## src/rtl/cfg_seq_pkg.sv

```systemverilog
package cfg_seq_pkg;
  typedef enum logic [2:0] {
    ST_IDLE,
    ST_RST_LOW,
    ST_RST_WAIT,
    ST_PRE,
    ST_IMAGE,
    ST_POST,
    ST_ACT
  } cfg_state_e;
endpackage

```

## src/rtl/cfg_delay.sv

```systemverilog
module cfg_delay #(
  parameter int W = 8
) (
  input  logic         clk_i,
  input  logic         rst_ni,
  input  logic         load_i,
  input  logic [W-1:0] value_i,
  output logic         zero_o
);
  logic [W-1:0] cnt_q;

  always_ff @(posedge clk_i or negedge rst_ni) begin
    if (!rst_ni)               cnt_q <= '0;
    else if (load_i)           cnt_q <= value_i;
    else if (cnt_q != '0)      cnt_q <= cnt_q - 1'b1;
  end

  assign zero_o = (cnt_q == '0);

  AST_TMR_HOLD_ZERO: assert property (@(posedge clk_i) disable iff (!rst_ni)
    (zero_o && !load_i) |=> zero_o);
endmodule

```

## src/rtl/cfg_spi_shift.sv

```systemverilog
module cfg_spi_shift #(
  parameter int DIV = 4
) (
  input  logic       clk_i,
  input  logic       rst_ni,
  input  logic       load_i,
  input  logic [7:0] data_i,
  output logic       sck_o,
  output logic       sdo_o,
  output logic       busy_o,
  output logic       done_o
);
  localparam int HALF = (DIV < 2) ? 1 : DIV / 2;
  localparam int CW   = (HALF > 1) ? $clog2(HALF) : 1;

  logic          act_q, sck_q, done_q;
  logic [CW-1:0] cnt_q;
  logic [2:0]    bit_q;
  logic [7:0]    sh_q;

  always_ff @(posedge clk_i or negedge rst_ni) begin
    if (!rst_ni) begin
      act_q  <= 1'b0;
      sck_q  <= 1'b0;
      done_q <= 1'b0;
      cnt_q  <= '0;
      bit_q  <= '0;
      sh_q   <= '0;
    end else begin
      done_q <= 1'b0;
      if (load_i && !act_q) begin
        act_q <= 1'b1;
        sh_q  <= data_i;
        cnt_q <= '0;
        bit_q <= '0;
        sck_q <= 1'b0;
      end else if (act_q) begin
        if (cnt_q == CW'(HALF - 1)) begin
          cnt_q <= '0;
          if (!sck_q) begin
            sck_q <= 1'b1;
          end else begin
            // falling edge: advance data while clock is low
            sck_q <= 1'b0;
            if (bit_q == 3'd7) begin
              act_q  <= 1'b0;
              done_q <= 1'b1;
            end else begin
              bit_q <= bit_q + 1'b1;
              sh_q  <= {sh_q[6:0], 1'b0};
            end
          end
        end else begin
          cnt_q <= cnt_q + 1'b1;
        end
      end
    end
  end

  assign sck_o  = sck_q;
  assign sdo_o  = act_q & sh_q[7];
  assign busy_o = act_q;
  assign done_o = done_q;

  AST_SDO_HOLD_HIGH: assert property (@(posedge clk_i) disable iff (!rst_ni)
    (sck_q && $past(sck_q)) |-> $stable(sdo_o));
  AST_SCK_IDLE_LOW: assert property (@(posedge clk_i) disable iff (!rst_ni)
    !act_q |-> !sck_q);
  AST_DONE_SINGLE: assert property (@(posedge clk_i) disable iff (!rst_ni)
    done_q |=> !done_q);
endmodule

```

## src/rtl/fpga_cfg_seq.sv

```systemverilog
module fpga_cfg_seq
  import cfg_seq_pkg::*;
#(
  parameter int CLK_HZ     = 100_000_000,
  parameter int SCK_DIV    = 4,
  parameter int RST_NS     = 200,
  parameter int WAIT_US    = 1200,
  parameter int PRE_BYTES  = 1,
  parameter int POST_BYTES = 13,
  parameter int ACT_BYTES  = 13
) (
  input  logic       clk_i,
  input  logic       rst_ni,
  input  logic       start_i,
  input  logic [7:0] byte_i,
  input  logic       byte_valid_i,
  input  logic       byte_last_i,
  output logic       byte_ready_o,
  output logic       cfg_rst_no,
  output logic       cfg_ss_no,
  output logic       cfg_sck_o,
  output logic       cfg_sdo_o,
  input  logic       cfg_done_i,
  output logic       busy_o,
  output logic       ok_o,
  output logic       err_reset_o,
  output logic       err_done_o
);
  localparam longint RST_RAW  = (longint'(CLK_HZ) * longint'(RST_NS) + 64'sd999_999_999) / 64'sd1_000_000_000;
  localparam longint WAIT_RAW = (longint'(CLK_HZ) * longint'(WAIT_US) + 64'sd999_999) / 64'sd1_000_000;
  localparam int RST_CYC  = (RST_RAW < 1) ? 1 : int'(RST_RAW);
  localparam int WAIT_CYC = (WAIT_RAW < 1) ? 1 : int'(WAIT_RAW);
  localparam int TMAX     = (RST_CYC > WAIT_CYC) ? RST_CYC : WAIT_CYC;
  localparam int TW       = $clog2(TMAX + 1);
  localparam int BMAX1    = (PRE_BYTES > POST_BYTES) ? PRE_BYTES : POST_BYTES;
  localparam int BMAX     = (BMAX1 > ACT_BYTES) ? BMAX1 : ACT_BYTES;
  localparam int NW       = $clog2(BMAX + 1);

  cfg_state_e    state_q;
  logic          kick_q, last_q;
  logic          ok_q, err_r_q, err_d_q;
  logic [NW-1:0] cnt_q, cnt_end;

  logic          tmr_load, tmr_zero;
  logic [TW-1:0] tmr_val;
  logic          sh_load, sh_busy, sh_done;
  logic [7:0]    sh_data;

  cfg_delay #(.W(TW)) u_dly (
    .clk_i   (clk_i),
    .rst_ni  (rst_ni),
    .load_i  (tmr_load),
    .value_i (tmr_val),
    .zero_o  (tmr_zero)
  );

  cfg_spi_shift #(.DIV(SCK_DIV)) u_shf (
    .clk_i  (clk_i),
    .rst_ni (rst_ni),
    .load_i (sh_load),
    .data_i (sh_data),
    .sck_o  (cfg_sck_o),
    .sdo_o  (cfg_sdo_o),
    .busy_o (sh_busy),
    .done_o (sh_done)
  );

  always_comb begin
    unique case (state_q)
      ST_PRE:  cnt_end = NW'(PRE_BYTES - 1);
      ST_POST: cnt_end = NW'(POST_BYTES - 1);
      default: cnt_end = NW'(ACT_BYTES - 1);
    endcase
  end

  always_comb begin
    tmr_load     = 1'b0;
    tmr_val      = '0;
    sh_load      = 1'b0;
    sh_data      = 8'h00;
    byte_ready_o = 1'b0;
    unique case (state_q)
      ST_IDLE: if (start_i) begin
        tmr_load = 1'b1;
        tmr_val  = TW'(RST_CYC);
      end
      ST_RST_LOW: if (tmr_zero) begin
        tmr_load = 1'b1;
        tmr_val  = TW'(WAIT_CYC);
      end
      ST_PRE, ST_POST, ST_ACT:
        sh_load = kick_q || (sh_done && cnt_q != cnt_end);
      ST_IMAGE: begin
        byte_ready_o = !sh_busy && !last_q;
        sh_load      = byte_valid_i && byte_ready_o;
        sh_data      = byte_i;
      end
      default: ;
    endcase
  end

  always_ff @(posedge clk_i or negedge rst_ni) begin
    if (!rst_ni) begin
      state_q <= ST_IDLE;
      kick_q  <= 1'b0;
      last_q  <= 1'b0;
      cnt_q   <= '0;
      ok_q    <= 1'b0;
      err_r_q <= 1'b0;
      err_d_q <= 1'b0;
    end else begin
      kick_q <= 1'b0;
      unique case (state_q)
        ST_IDLE: if (start_i) begin
          state_q <= ST_RST_LOW;
          ok_q    <= 1'b0;
          err_r_q <= 1'b0;
          err_d_q <= 1'b0;
        end
        ST_RST_LOW: if (tmr_zero) state_q <= ST_RST_WAIT;
        ST_RST_WAIT: if (tmr_zero) begin
          if (cfg_done_i) begin
            err_r_q <= 1'b1;
            state_q <= ST_IDLE;
          end else begin
            state_q <= ST_PRE;
            kick_q  <= 1'b1;
            cnt_q   <= '0;
          end
        end
        ST_PRE: if (sh_done) begin
          if (cnt_q == cnt_end) begin
            state_q <= ST_IMAGE;
            last_q  <= 1'b0;
          end else cnt_q <= cnt_q + 1'b1;
        end
        ST_IMAGE: begin
          if (sh_load && byte_last_i) last_q <= 1'b1;
          if (sh_done && last_q) begin
            state_q <= ST_POST;
            kick_q  <= 1'b1;
            cnt_q   <= '0;
          end
        end
        ST_POST: if (sh_done) begin
          if (cnt_q == cnt_end) begin
            cnt_q <= '0;
            if (cfg_done_i) begin
              state_q <= ST_ACT;
              kick_q  <= 1'b1;
            end else begin
              err_d_q <= 1'b1;
              state_q <= ST_IDLE;
            end
          end else cnt_q <= cnt_q + 1'b1;
        end
        ST_ACT: if (sh_done) begin
          if (cnt_q == cnt_end) begin
            ok_q    <= 1'b1;
            state_q <= ST_IDLE;
          end else cnt_q <= cnt_q + 1'b1;
        end
        default: state_q <= ST_IDLE;
      endcase
    end
  end

  assign cfg_rst_no  = (state_q != ST_RST_LOW);
  assign cfg_ss_no   = !(state_q inside {ST_RST_LOW, ST_RST_WAIT, ST_IMAGE});
  assign busy_o      = (state_q != ST_IDLE);
  assign ok_o        = ok_q;
  assign err_reset_o = err_r_q;
  assign err_done_o  = err_d_q;

  AST_RST_WITH_SS: assert property (@(posedge clk_i) disable iff (!rst_ni)
    $fell(cfg_rst_no) |-> !cfg_ss_no);
  AST_NO_SCK_IN_RESET: assert property (@(posedge clk_i) disable iff (!rst_ni)
    !cfg_rst_no |-> !cfg_sck_o);
  AST_READY_SS_LOW: assert property (@(posedge clk_i) disable iff (!rst_ni)
    byte_ready_o |-> (!cfg_ss_no && !cfg_sck_o));
  AST_STATUS_ONEHOT: assert property (@(posedge clk_i) disable iff (!rst_ni)
    $onehot0({ok_q, err_r_q, err_d_q}));
  AST_BUSY_NO_STATUS: assert property (@(posedge clk_i) disable iff (!rst_ni)
    busy_o |-> !(ok_q || err_r_q || err_d_q));
  AST_SS_STABLE_SCK_HIGH: assert property (@(posedge clk_i) disable iff (!rst_ni)
    cfg_sck_o |-> $stable(cfg_ss_no));
endmodule

```

## config.mk

```make
export PLATFORM = sky130hd
export DESIGN_NAME = fpga_cfg_seq
export DESIGN_NICKNAME = d
export VERILOG_FILES = /design/src/rtl/cfg_seq_pkg.sv /design/src/rtl/cfg_delay.sv /design/src/rtl/cfg_spi_shift.sv /design/src/rtl/fpga_cfg_seq.sv
export SDC_FILE = /design/constraint.sdc
export NUM_CORES = 1
export LEC_CHECK = 0
export ABC_AREA = 0
export BUFFER_PORTS_ARGS = -buffer_cell sky130_fd_sc_hd__buf_2
export CAP_MARGIN = 20
export CORE_MARGIN = 4
export CORE_UTILIZATION = 55
export DETAILED_ROUTE_END_ITERATION = 6
export GPL_ROUTABILITY_DRIVEN = 0
export PLACE_DENSITY = 0.77
export REMOVE_ABC_BUFFERS = 1
export SLEW_MARGIN = 10
export SYNTH_ARGS = -nofsm -noshare
export SYNTH_HDL_FRONTEND = slang
export SYNTH_HIERARCHICAL = 1
export SYNTH_SLANG_ARGS = --single-unit
```

## constraint.sdc

```tcl
create_clock -name clk_i -period 3.74 [get_ports clk_i]
set_input_delay 0.187 -clock clk_i [delete_from_list [all_inputs] [get_ports clk_i]]
set_output_delay 0.187 -clock clk_i [all_outputs]
set_load 0.02 [all_outputs]
```

---- Yosys cells after proc, flatten, opt, wreduce, memory -nomap -nowiden ----
Index checks and enable logic that the tools add are counted.
W data, S select, Z words.
cells by class
  $add $sub $neg .......................... 4
  multipliers ............................. 0
  divide/modulo/power cells ............... 0
  $lt $le $gt $ge ......................... 0
  eq/ne operators ......................... 27
  shift operators ......................... 0
  mux-type cells .......................... 82
  bitwise logic cells ..................... 1
  reduce and logical (&&, ||, !) cells .... 34
operator list
  operator                 count
  $mux W17                 3
  $mux W3                  16
  $mux W8                  6
  $mux W1                  37
  $pmux W17 S2             1
  $mux W4                  8
  $ne A2 B2 Y1 const B     12
  $pmux W3 S7              1
  $logic_not A17 Y1        1
  $reduce_bool A17 Y1      1
  $sub A17 B1 Y17 const B  1
  $pmux W4 S4              1
  $reduce_and A4 Y1        4
  $reduce_bool A2 Y1       8
  $eq A3 B3 Y1 const B     4
  $pmux W1 S2              6
  $ne A2 B1 Y1 const B     5
  $reduce_and A10 Y1       1
  $reduce_and A7 Y1        1
  $eq A3 B2 Y1 const B     2
  $logic_and A1 B1 Y1      6
  $reduce_bool A3 Y1       2
  $mux W5                  1
  $reduce_and A5 Y1        1
  17 further kinds         19
word-level totals
  register bits after elaboration ......... 44
  bits in latches ......................... 0
  bits in writable memories ............... 0
  ROM bits ................................ 0
  input bits .............................. 14
  output and inout port bits .............. 9
  word-level logic and storage cells ...... 162
  memories kept ........................... 0

---- Longest topological paths before layout ----
Gate-level depths: netlist (run 1).
  word-level depth ........................ 9
  mapped depth ............................ 13
  gate-level depth less buffers ........... 11

---- By module ----
The synthesis (run 1) kept the hierarchy.
modules (own cells, without submodules)
  module         instances  cells an instance  area an instance (um2)  seq. area each (um2)
  cfg_delay      1          109                1033.5                  425.4
  fpga_cfg_seq   1          131                1028.5                  300.3
  cfg_spi_shift  1          59                 678.2                   375.4

---- Worst setup path after synthesis (run 1) ----
OpenSTA, ideal clock, no wires.
  kind .................................... register to register
  from .................................... reg u_dly.cnt_q[0]
  to ...................................... reg u_dly.cnt_q[11]
  library setup time ...................... 136 ps
  data arrival time ....................... 2877 ps
  data required time ...................... 3604 ps
  path slack .............................. 727 ps
  cell stages (with the launch flop) ...... 13
  path buffers ............................ 3
  period minus slack after synthesis ...... 3013 ps
  path through ............................ dfrtp_1 -> inv_1 -> ha_1 -> nor4b_1 -> nand2b_1 -> nor3_2 -> buf_2 -> nand2b_1 -> nor2_1 -> or2_2 -> clkbuf_1 -> clkbuf_1 -> o31ai_1
on the way
  word-level cells in the longest chain between the ends .. 4
  elaborated cells on any way between the ends .. 8
  classes of those cells .................. 1 x add/sub; 4 x mux; 3 x reduce/logical
RTL lines
  element                                         RTL line            text
  start: declaration                              cfg_delay.sv:10     logic [W-1:0] cnt_q;
  start signal: assignment                        cfg_delay.sv:14     else if (load_i) cnt_q <= value_i;
  start signal: assignment                        cfg_delay.sv:15     else if (cnt_q != '0) cnt_q <= cnt_q - 1'b1;
  $logic_not A17 Y1 (*)                           cfg_delay.sv:18     assign zero_o = (cnt_q == '0);
  named net tmr_zero                              fpga_cfg_seq.sv:44  logic tmr_load, tmr_zero;
  $mux W1 (*)                                     fpga_cfg_seq.sv:87  ST_RST_LOW: if (tmr_zero) begin
  $pmux W1 S2 (*)                                 fpga_cfg_seq.sv:82  unique case (state_q)
  named net tmr_load                              fpga_cfg_seq.sv:44
  $mux W17 or $reduce_bool A2 Y1 (tied branches)  n/a
The timed path passes the listed nets; every way through them passes the cells marked *. The select of a mux whose other input is x is not followed.
A chain may end at the register's enable or synchronous reset.

---- Worst setup path in the final report (run 1) ----
  from .................................... reg u_dly.cnt_q[0]
  to ...................................... reg u_dly.cnt_q[13]
Same word-level chain as after synthesis.

==> results.md, run 1 <==
* Outcome: complete, no violations
* Die Y at 78.6 µm
* Global routing's busiest layer: met2
* Io pins at 23
* Overflow left after global routing at 0
* Reg2reg setup slack at 0.72 ns
* Max_cap viols at 0
* Final std cell area, no fill at 3040 µm²
* RSZ-0062 raised after global routing: false
* CP Max Fanout at 36
* Met3 Track Usage GR at 3.44%
* Yosys top cell area share at 40.2%
* Final worst-path cycle share at 80.8%
* Slew margin rel. at 55.3%
* CTS root buf: clkbuf_8
* WP data arrival at 3.24 ns
* CP Capture Type: flop
* Die ar. at 6180 µm²
* Clk_skew at 0.00878 ns
* Routed wire length at 5550 µm
* First-pass GRT wire length at 9770 µm
* Reg2reg start: u_dly/cnt_q[0]$_DFFE_PN0P_
* Most frequent cells in the layout: dfrtp_1 (44), nand2_1 (36), nor2_1 (26)
* Share of cells above drive strength 1 at 17.2%
* Clock Pin Slew Worst Setup and Hold Paths at 0.09 ns
* Slew at the pin closest to its max-slew limit at 0.661 ns
* Cts repair resizes at 0
* Antenna diodes at 0
* DIE WIDTH at 78.6 µm
* Commonest non-fill, non-tap cell in the layout: dfrtp_1
* Sequential share of the synthesized area at 40.2%
* Mean Syn Cell Area at 9.16 µm²
* Number of global-route vias before repair at 2,093
* HPWL Detailed at 3930 µm
* Final TNS setup at 0 ns
* Post-Synthesis Cells at 299
* Worst R2R End: u_dly/cnt_q[13]$_DFFE_PN0P_
* Cells on Worst Hold Path at 3
* Largest net degree at the start of global routing at 45
* CTS Sinks at 44
* Crit path kind: flop to flop
* Post-DP Area at 2890 µm²
* Period minus WS final at 3.02 ns
* Cell Rows at 25
* P&R area growth vs syn at 11.1%
* Via count at 2,231
* Dpl cells at 381
* Via density at 5.69
* Depth of the CTS H-tree at 2
* Hold Crit Endpoint: last_q$_DFFE_PN0P_
* Hold_sp: byte_valid_i
* Final Hold Fails at 0
* Slew Limit Fails at 0
* Area contributors post-synth: dfrtp_1 (40%), nand2_1 (4.9%), o31ai_1 (4.1%)
* Core area at 4790 µm²
* Maximum VDD drop at 0.162 mV
* Post-Layout Cell Count at 392
* Fillers at 409
* Initial antenna violation count at 0
* Register area at 1100 µm²
* Port buffer count at 22
* Fmax at 331 MHz
* Worst Hold Class: input pin to flop
* TritonRoute pass-1 iters at 4
* Drt drc at 0
* Final Setup Violations at 0
* Setup crit start kind: flop
* Number of DRC markers in iteration 0 at 116
* Cts bufs inserted at 5
* WL per Instance at 14.2 µm
* Worst r2r path cells at 11
* Pwr/cell area at 287 nW/µm²
* Top FF cell, synth: dfrtp_1
* Initial Utilization at 57.3%
* Post-synthesis cell area at 2740 µm²
* Post-synthesis sequential element count at 44
* Max Root-Sink Buffers at 2
* Fin nets at 343
* Async S/R FF share, synth at 100%
* Final ANT Viol Nets at 0
* Synth cell types at 61
* Global router's overall resource usage at 19.6%
* Ys Warns at 6
* CTS tree: yes
* Area occupied by multi-input gates at 1540 µm²
* Grt met2 use at 31.5%
* GRT met1 Usage at 27.4%
* Clk_lat worst skew at 0.30 ns
* Leakage power at 0.00129 µW
* Post-synth EDFFs at 0
* Largest area contributor in the netlist: dfrtp_1
* WP data required at 3.96 ns
## area by class of cell
cell class,count,share of cell area (%)
Timing Repair Buffer,27,5.35
Clock buffer,5,2.26
Sequential cell,44,36.2
Clock inverter,3,1.52
Inverter,10,1.23
Multi-Input combinational cell,236,50.7
Tap cell,67,2.75
## metrics by stage
step                      setup slack, ns  hold slack (ns)  total power, µW  util (%)
after global placement              0.916            0.397              504      60.4
after floorplan                     0.587           -0.109              487         -
after CTS                           0.736           0.0706              878      62.8
after detailed placement            0.762            0.404              504      60.4
final                               0.720            0.186              874      63.6
after global routing                0.389            0.192              910      63.6
## routing by layer
metal	share of wire, %	up-vias
li1	-	1116
met1	47	1058
met4	0.99	0
met5	0	-
met3	4.3	4
met2	48	53
## how the worst max path moves through the flow
| stage | startpoint | end | slack, ns | depth (start not counted) |
|---|---|---|---|---|
| global route | u_dly/cnt_q[0]$_DFFE_PN0P_ | u_dly/cnt_q[13]$_DFFE_PN0P_ | 0.39 | 11 |
| finish | u_dly/cnt_q[0]$_DFFE_PN0P_ | u_dly/cnt_q[13]$_DFFE_PN0P_ | 0.72 | 11 |
| floorplan | u_dly/cnt_q[0]$_DFFE_PN0P_ | u_dly/cnt_q[13]$_DFFE_PN0P_ | 0.59 | 10 |
| global placement | u_dly/cnt_q[0]$_DFFE_PN0P_ | cnt_q[0]$_DFFE_PN0P_ | 0.92 | 11 |
| CTS | u_dly/cnt_q[0]$_DFFE_PN0P_ | u_dly/cnt_q[13]$_DFFE_PN0P_ | 0.74 | 11 |
| detailed placement | u_dly/cnt_q[0]$_DFFE_PN0P_ | u_dly/cnt_q[13]$_DFFE_PN0P_ | 0.76 | 11 |
## cell families (layout without fill, tap and decap cells)
family	Yosys count	after routing	synth area share (%)
compound gates	66	66	17.3
xor+xnor	13	13	4.16
fa+ha+maj	5	5	2.28
buf+inv	26	45	4.47
flops	44	44	40.2
mux	12	12	4.61
other cells	1	8	0.137
simple gates	132	132	26.8
## repair_timing
action                                  CTS  global route
setup buffers                             0             0
endpoints found under the setup margin    0             0
hold endpoints to repair                  0            14
hold buffers                              0             1
## report_power, final
part	switching [µW]	leakage, µW	internal (µW)
clock network	175	0.0000548	201
logic	14.0	0.000715	8.12
registers	0	0.000517	475
## cell usage after synthesis, drive strengths merged, types with 2 or more instances
cell,number
dfrtp,44
nand2,36
nor2,26
o21ai,18
o31ai,16
and3,11
inv,10
mux2i,10
nand2b,10
nor3,10
a21oi,8
buf,8
clkbuf,8
xnor2,8
a31oi,6
ha,5
nor4,5
xor2,5
a21boi,4
a311oi,4
nand3,4
or2,4
and2,3
and3b,3
nand4,3
or3,3
a22oi,2
mux2,2
nand4b,2
nor2b,2
nor4b,2
or4,2
## worst max-delay path, cell delays in order (launching register included)
cell and delay, ns:
dfrtp_1 0.40, inv_1 0.09, ha_1 0.22, nor4b_1 0.57, nand2b_1 0.23, nor3_2 0.18
nand2b_1 0.12, nor2_1 0.11, buf_4 0.16, or2_2 0.50, o41ai_1 0.17, nor3b_1 0.19
## flip-flops by register name (all words and copies together) (netlist names)
signal	count
ok_o	1
state_q	3
u_shf/sck_o	1
u_shf/sh_q	8
err_reset_o	1
u_shf/cnt_q	1
cnt_q	4
u_shf/bit_q	3
kick_q	1
err_done_o	1
last_q	1
u_shf/busy_o	1
u_dly/cnt_q	17
u_shf/done_o	1
No activity file was read; power rests on OpenSTA's default activity.
==> run 2, diff against run 1 <==
clock period = 2.8 ns   (was 3.74 ns; I/O delays follow)
==> run 2 against run 1 <==
- first-iteration DRC count down 1.7%
- combinational power grew 32%
- non-clock buffer count grew 8
- global-route usage fell by 0.28 points
- clock skew fell by 0.0036 ns
- register-to-register slack worse by 0.50 ns
- critical path type unchanged
- highest routed layer unchanged
==> results.md, run 2 (synthesized netlist as in run 1, its figures left out) <==
* Die Y at 78.6 µm
* WP data required at 2.98 ns
* Leakage power at 0.00135 µW
* Clk_lat worst skew at 0.29 ns
* Maximum VDD drop at 0.283 mV
* Pint at 915 µW
* Max Root-Sink Buffers at 2
* Crit path cell chain: nor4_1, nand2b_1, nor3_4, inv_1, a22oi_2, o2bb2ai_2, or2_4, mux2_4
* CP Capture Type: flop
* Clock Pin Slew Worst Setup and Hold Paths at 0.09 ns
* WP data arrival at 2.76 ns
* Fillers at 400
* Depth of the CTS H-tree at 2
* Setup crit start kind: flop
* Final ANT Viol Nets at 0
* Most frequent cells in the layout: dfrtp_1 (44), nand2_1 (36), nor2_1 (26)
* DIE WIDTH at 78.6 µm
* CP Launch Point: u_dly/cnt_q[13]$_DFFE_PN0P_
* Reg2reg start: u_dly/cnt_q[13]$_DFFE_PN0P_
* Antenna diodes at 0
* Cell family with most CP delay: simple AND/OR/NAND/NOR gates
* Global router's overall resource usage at 19.3%
* Port buffer count at 22
* HPWL Detailed at 3940 µm
* Drt drc at 0
* Comb pwr share at 2.5%
* Commonest non-fill, non-tap cell in the layout: dfrtp_1
* Fin nets at 351
* Final Setup Violations at 0
* Biggest register: u_dly/cnt_q
* Initial Utilization at 57.3%
* Share of cells above drive strength 1 at 19.5%
* CP Max Fanout at 5
* Switching power of the nets at 246 µW
* RSZ-0062 raised after global routing: false
* Slew margin rel. at 66.9%
* Crit path kind: flop to flop
* Number of global-route vias before repair at 2,195
* Hold_sp: byte_valid_i
* Clk_skew at 0.00514 ns
* CP peak stage delay at 0.49 ns
* Pwr/cell area at 371 nW/µm²
* Core area at 4790 µm²
* Number of DRC markers in iteration 0 at 114
* Max_cap viols at 0
* WL per Instance at 13.7 µm
* P&R area growth vs syn at 14.2%
* Final worst-path cycle share at 92.1%
* CP max-delay cell: nor4_1
* Largest net degree at the start of global routing at 45
* CP Buf/Inv Count at 1
* Io pins at 23
* Via density at 5.61
* Slew Limit Fails at 0
* Post-CTS Setup Bufs at 0
* Die ar. at 6180 µm²
* Fmax at 388 MHz
* CTS tree: yes
* Max FFs per register at 17
* CTS Sinks at 44
* Worst Hold Class: input pin to flop
* Overflow left after global routing at 0
* Register area at 1100 µm²
* Period minus WS final at 2.58 ns
* Cts bufs inserted at 5
* Routed wire length at 5500 µm
* CTS root buf: clkbuf_8
* TritonRoute pass-1 iters at 4
* Biggest regs: u_dly/cnt_q: 17 flops, u_shf/sh_q: 8 flops, cnt_q: 4 flops
* Cell Rows at 25
* Seq pwr share at 54.7%
* Via count at 2,243
* Final Hold Fails at 0
* Net switching fraction of the power at 21.2%
* Outcome: complete, no violations
* First-pass GRT wire length at 9860 µm
* Total power at 1160 µW
* Initial antenna violation count at 0
* Area occupied by multi-input gates at 1560 µm²
* Slew at the pin closest to its max-slew limit at 0.491 ns
* Clock share of power at 42.8%
* Final Util at 65.4%
-- run 2: cell types whose count changed in the layout (fill, tap and decap cells not counted) --
cell / change
nor3_4: +1
nor4b_2: +1
nor4b_1: -1
nor3_2: -1
or2_2: -1
buf_12: +1
buf_4: +7
or2_4: +1
-- run 2: power by group through the flow --
stage	clock network (µW)	logic, µW	registers, µW
global placement	0	25.3	647
CTS	507	25.5	635
global route	539	34.9	635
finish	497	29.1	635
floorplan	0	2.68	648
detailed placement	0	25.4	647
-- run 2: final cells by class --
type	count	share of cell area, %
Timing Repair Buffer	35	7.51
Multi-Input combinational cell	236	49.8
Inverter	10	1.20
Tap cell	67	2.68
Sequential cell	44	35.2
Clock buffer	5	2.20
Clock inverter	3	1.48
-- run 2: worst paths after layout --
path | end | cells after the start | slack (ns)
worst max register to register | cnt_q[0]$_DFFE_PN0P_ | 8 | 0.22
min in group asynchronous | u_dly/cnt_q[8]$_DFFE_PN0P_ | 2 | 0.25
worst min register to register | ok_o$_DFFE_PN0P_ | 2 | 0.51
worst max-delay path | cnt_q[0]$_DFFE_PN0P_ | 8 | 0.22
max in group asynchronous | u_dly/cnt_q[14]$_DFFE_PN0P_ | 3 | 2.10
worst min-delay path | last_q$_DFFE_PN0P_ | 3 | 0.14
-- run 2: worst reg2reg max path, stage by stage (launching register included) --
cell	delay [ns]
dfrtp_1	0.42
nor4_1	0.49
nand2b_1	0.23
nor3_4	0.34
inv_1	0.09
a22oi_2	0.20
o2bb2ai_2	0.13
or2_4	0.28
mux2_4	0.29
-- run 2: repair_timing --
item / in CTS / in global routing
gates resized for setup: 0 / 3
hold buffers: 0 / 1
endpoints found under the setup margin: 0 / 21
hold endpoints to repair: 0 / 10
-- run 2: stage by stage --
step           hold slack, ns  instances  worst slack (ns)  area (µm²)  TNS, ns
2_1_floorplan          -0.156        290            -0.353        2680    -4.31
3_3_place_gp            0.349        389             0.149        2960        0
3_5_place_dp            0.352        389            0.0997        2960        0
4_1_cts                0.0238        397            0.0649        3080        0
5_1_grt                 0.154        400            0.0436        3130        0
6_report                0.143        400             0.222        3130        0
-- run 2: metal layers --
metal  routed length [µm]  global-route usage (%)  up-vias  share of wire (%)
li1                     -                       -     1132                  -
met1                 2550                    25.2     1071                 46
met2                 2750                    33.4       36                 50
met3                  167                    3.44        4                3.0
met4                   30                    4.20        0               0.55
met5                    0                       0        -                  0
==> run 3, diff against run 2 <==
CORE_ASPECT_RATIO = 1.1   (was not set)
==> run 3 against run 2 <==
- the run now ends with negative hold slack left
- cell area is 3.5% lower
- clock power shrank 13%
- first-iteration DRC count increased by 25%
- critical path depth is 2 higher
- largest cell class unchanged
- non-clock buffer count is 6 lower
- global-route usage increased by 1.5 points
==> results.md, run 3 (synthesized netlist as in run 1, its figures left out) <==
* Final worst-path cycle share at 91.1%
* Crit path kind: flop to flop
* Slew margin rel. at 35.4%
* Setup crit start kind: flop
* Final Setup Violations at 0
* Clock Pin Slew Worst Setup and Hold Paths at 0.09 ns
* Global router's overall resource usage at 20.8%
* Die ar. at 6180 µm²
* TritonRoute pass-1 iters at 5
* Outcome: finished with violations
* CP Capture Type: flop
* Number of global-route vias before repair at 2,171
* Pwr/cell area at 361 nW/µm²
* Via density at 5.87
* Clk_lat worst skew at 0.30 ns
* Most frequent cells in the layout: dfrtp_1 (44), nand2_1 (36), nor2_1 (26)
* Routed wire length at 5610 µm
* Maximum VDD drop at 0.232 mV
* Number of DRC markers in iteration 0 at 143
* Register area at 1100 µm²
* Fin nets at 345
* Share of cells above drive strength 1 at 18.3%
* Antenna diodes at 0
* Port buffer count at 22
* Biggest register: u_dly/cnt_q
* Final Hold Fails at 7
* Final ANT Viol Nets at 0
* WP data required at 3.02 ns
* CP max-delay cell: dfrtp_1
* Drt drc at 0
* Clk_skew at 0.00633 ns
* P&R area growth vs syn at 10.2%
* Biggest regs: u_dly/cnt_q: 17 flops, u_shf/sh_q: 8 flops, cnt_q: 4 flops
* Max FFs per register at 17
* CP peak stage delay at 0.40 ns
* Overflow left after global routing at 0
* CTS Sinks at 44
* Crit path cell chain: inv_1, ha_1, nor4b_2, nand2b_1, nor3_2, inv_1, a22oi_2, nor2_1, a311oi_2, mux2i_1
* Max Root-Sink Buffers at 2
* CTS tree: yes
* Final hold slack at -0.00710 ns
* Fillers at 396
* Depth of the CTS H-tree at 2
* Io pins at 23
* Slew Limit Fails at 0
* Dpl cells at 375
* Via count at 2,250
* Core area at 4750 µm²
* CTS root buf: clkbuf_8
* First-pass GRT wire length at 10,000 µm
* CP Max Fanout at 5
* Leakage power at 0.00128 µW
* RSZ-0062 raised after global routing: false
* Commonest non-fill, non-tap cell in the layout: dfrtp_1
* WL per Instance at 14.7 µm
* Die Y at 82.0 µm
* Area occupied by multi-input gates at 1550 µm²
* Largest net degree at the start of global routing at 45
* Max_cap viols at 0
* Post-CTS Setup Bufs at 0
* Initial antenna violation count at 0
* Post-Layout Cell Count at 383
* Cts bufs inserted at 5
* WP data arrival at 2.77 ns
* Final WS setup at 0.250 ns
* Dpl ws at 0.199 ns
* Initial Utilization at 57.7%
* Failing checks: negative hold slack
* HPWL Detailed at 3960 µm
* Worst Hold Class: input pin to asynchronous set/reset pin
* Cell Rows at 26
* Worst path most repeated cell: inv_1
* DIE WIDTH at 75.3 µm
* Slew at the pin closest to its max-slew limit at 0.969 ns
* Fmax at 392 MHz
* Period minus WS final at 2.55 ns
## run 3: worst paths after layout
| path | from | endpoint | slack [ns] | depth (start not counted) |
|---|---|---|---|---|
| worst max-delay path | u_dly/cnt_q[0]$_DFFE_PN0P_ | state_q[0]$_DFFE_PN0P_ | 0.25 | 10 |
| worst min-delay path | rst_ni | u_dly/cnt_q[3]$_DFFE_PN0P_ | -0.007 | 1 |
| worst max register to register | u_dly/cnt_q[0]$_DFFE_PN0P_ | state_q[0]$_DFFE_PN0P_ | 0.25 | 10 |
| worst min register to register | err_done_o$_DFFE_PN0P_ | err_done_o$_DFFE_PN0P_ | 0.50 | 2 |
| max in group asynchronous | rst_ni | kick_q$_DFF_PN0_ | 2.20 | 1 |
| min in group clk_i | start_i | ok_o$_DFFE_PN0P_ | 0.14 | 4 |
## run 3: worst max-delay path, delay by kind of cell, from the launching register on
family	cells	cell delay [ns]
simple gates	4	0.82
compound gates	2	0.61
flops	1	0.40
fa+ha+maj	1	0.23
mux	1	0.22
buf+inv	2	0.20
## run 3: what timing repair did
item | in CTS | in global routing
resized for setup | 0 | 2
hold buffers | 0 | 0
endpoints found under the setup margin | 0 | 19
## run 3: through the flow
step	power (µW)	TNS [ns]	util (%)	cell area, µm²	hold slack, ns
final	1090	0	63.6	3020	-0.00710
after global routing	1140	0	63.6	3020	0.0658
after CTS	1100	0	63.4	3010	0.0260
after detailed placement	673	0	61.4	2910	0.357
after global placement	673	0	61.4	2910	0.348
after floorplan	650	-4.31	-	2680	-0.156
## run 3: report_power, final
group	internal (µW)	switching [µW]
registers	635	0
logic	7.14	17.4
clock network	200	230
total	842	247
## run 3: cell type report
| type | instances | area share (%) |
|---|---|---|
| clock buffer | 6 | 2.73 |
| tap | 56 | 2.32 |
| inverter | 10 | 1.24 |
| sequential | 44 | 36.5 |
| multi-input combinational | 236 | 51.4 |
| clock inverter | 2 | 0.497 |
| timing repair buffer | 29 | 5.39 |
## run 3: metal layers
metal  GRT usage (%)  vias up  share of wire (%)
met4            6.29        0                1.1
met3            4.16        6                4.4
met2            34.5       58                 50
met1            27.3     1069                 45
li1                -     1117                  -
met5               0        -                  0
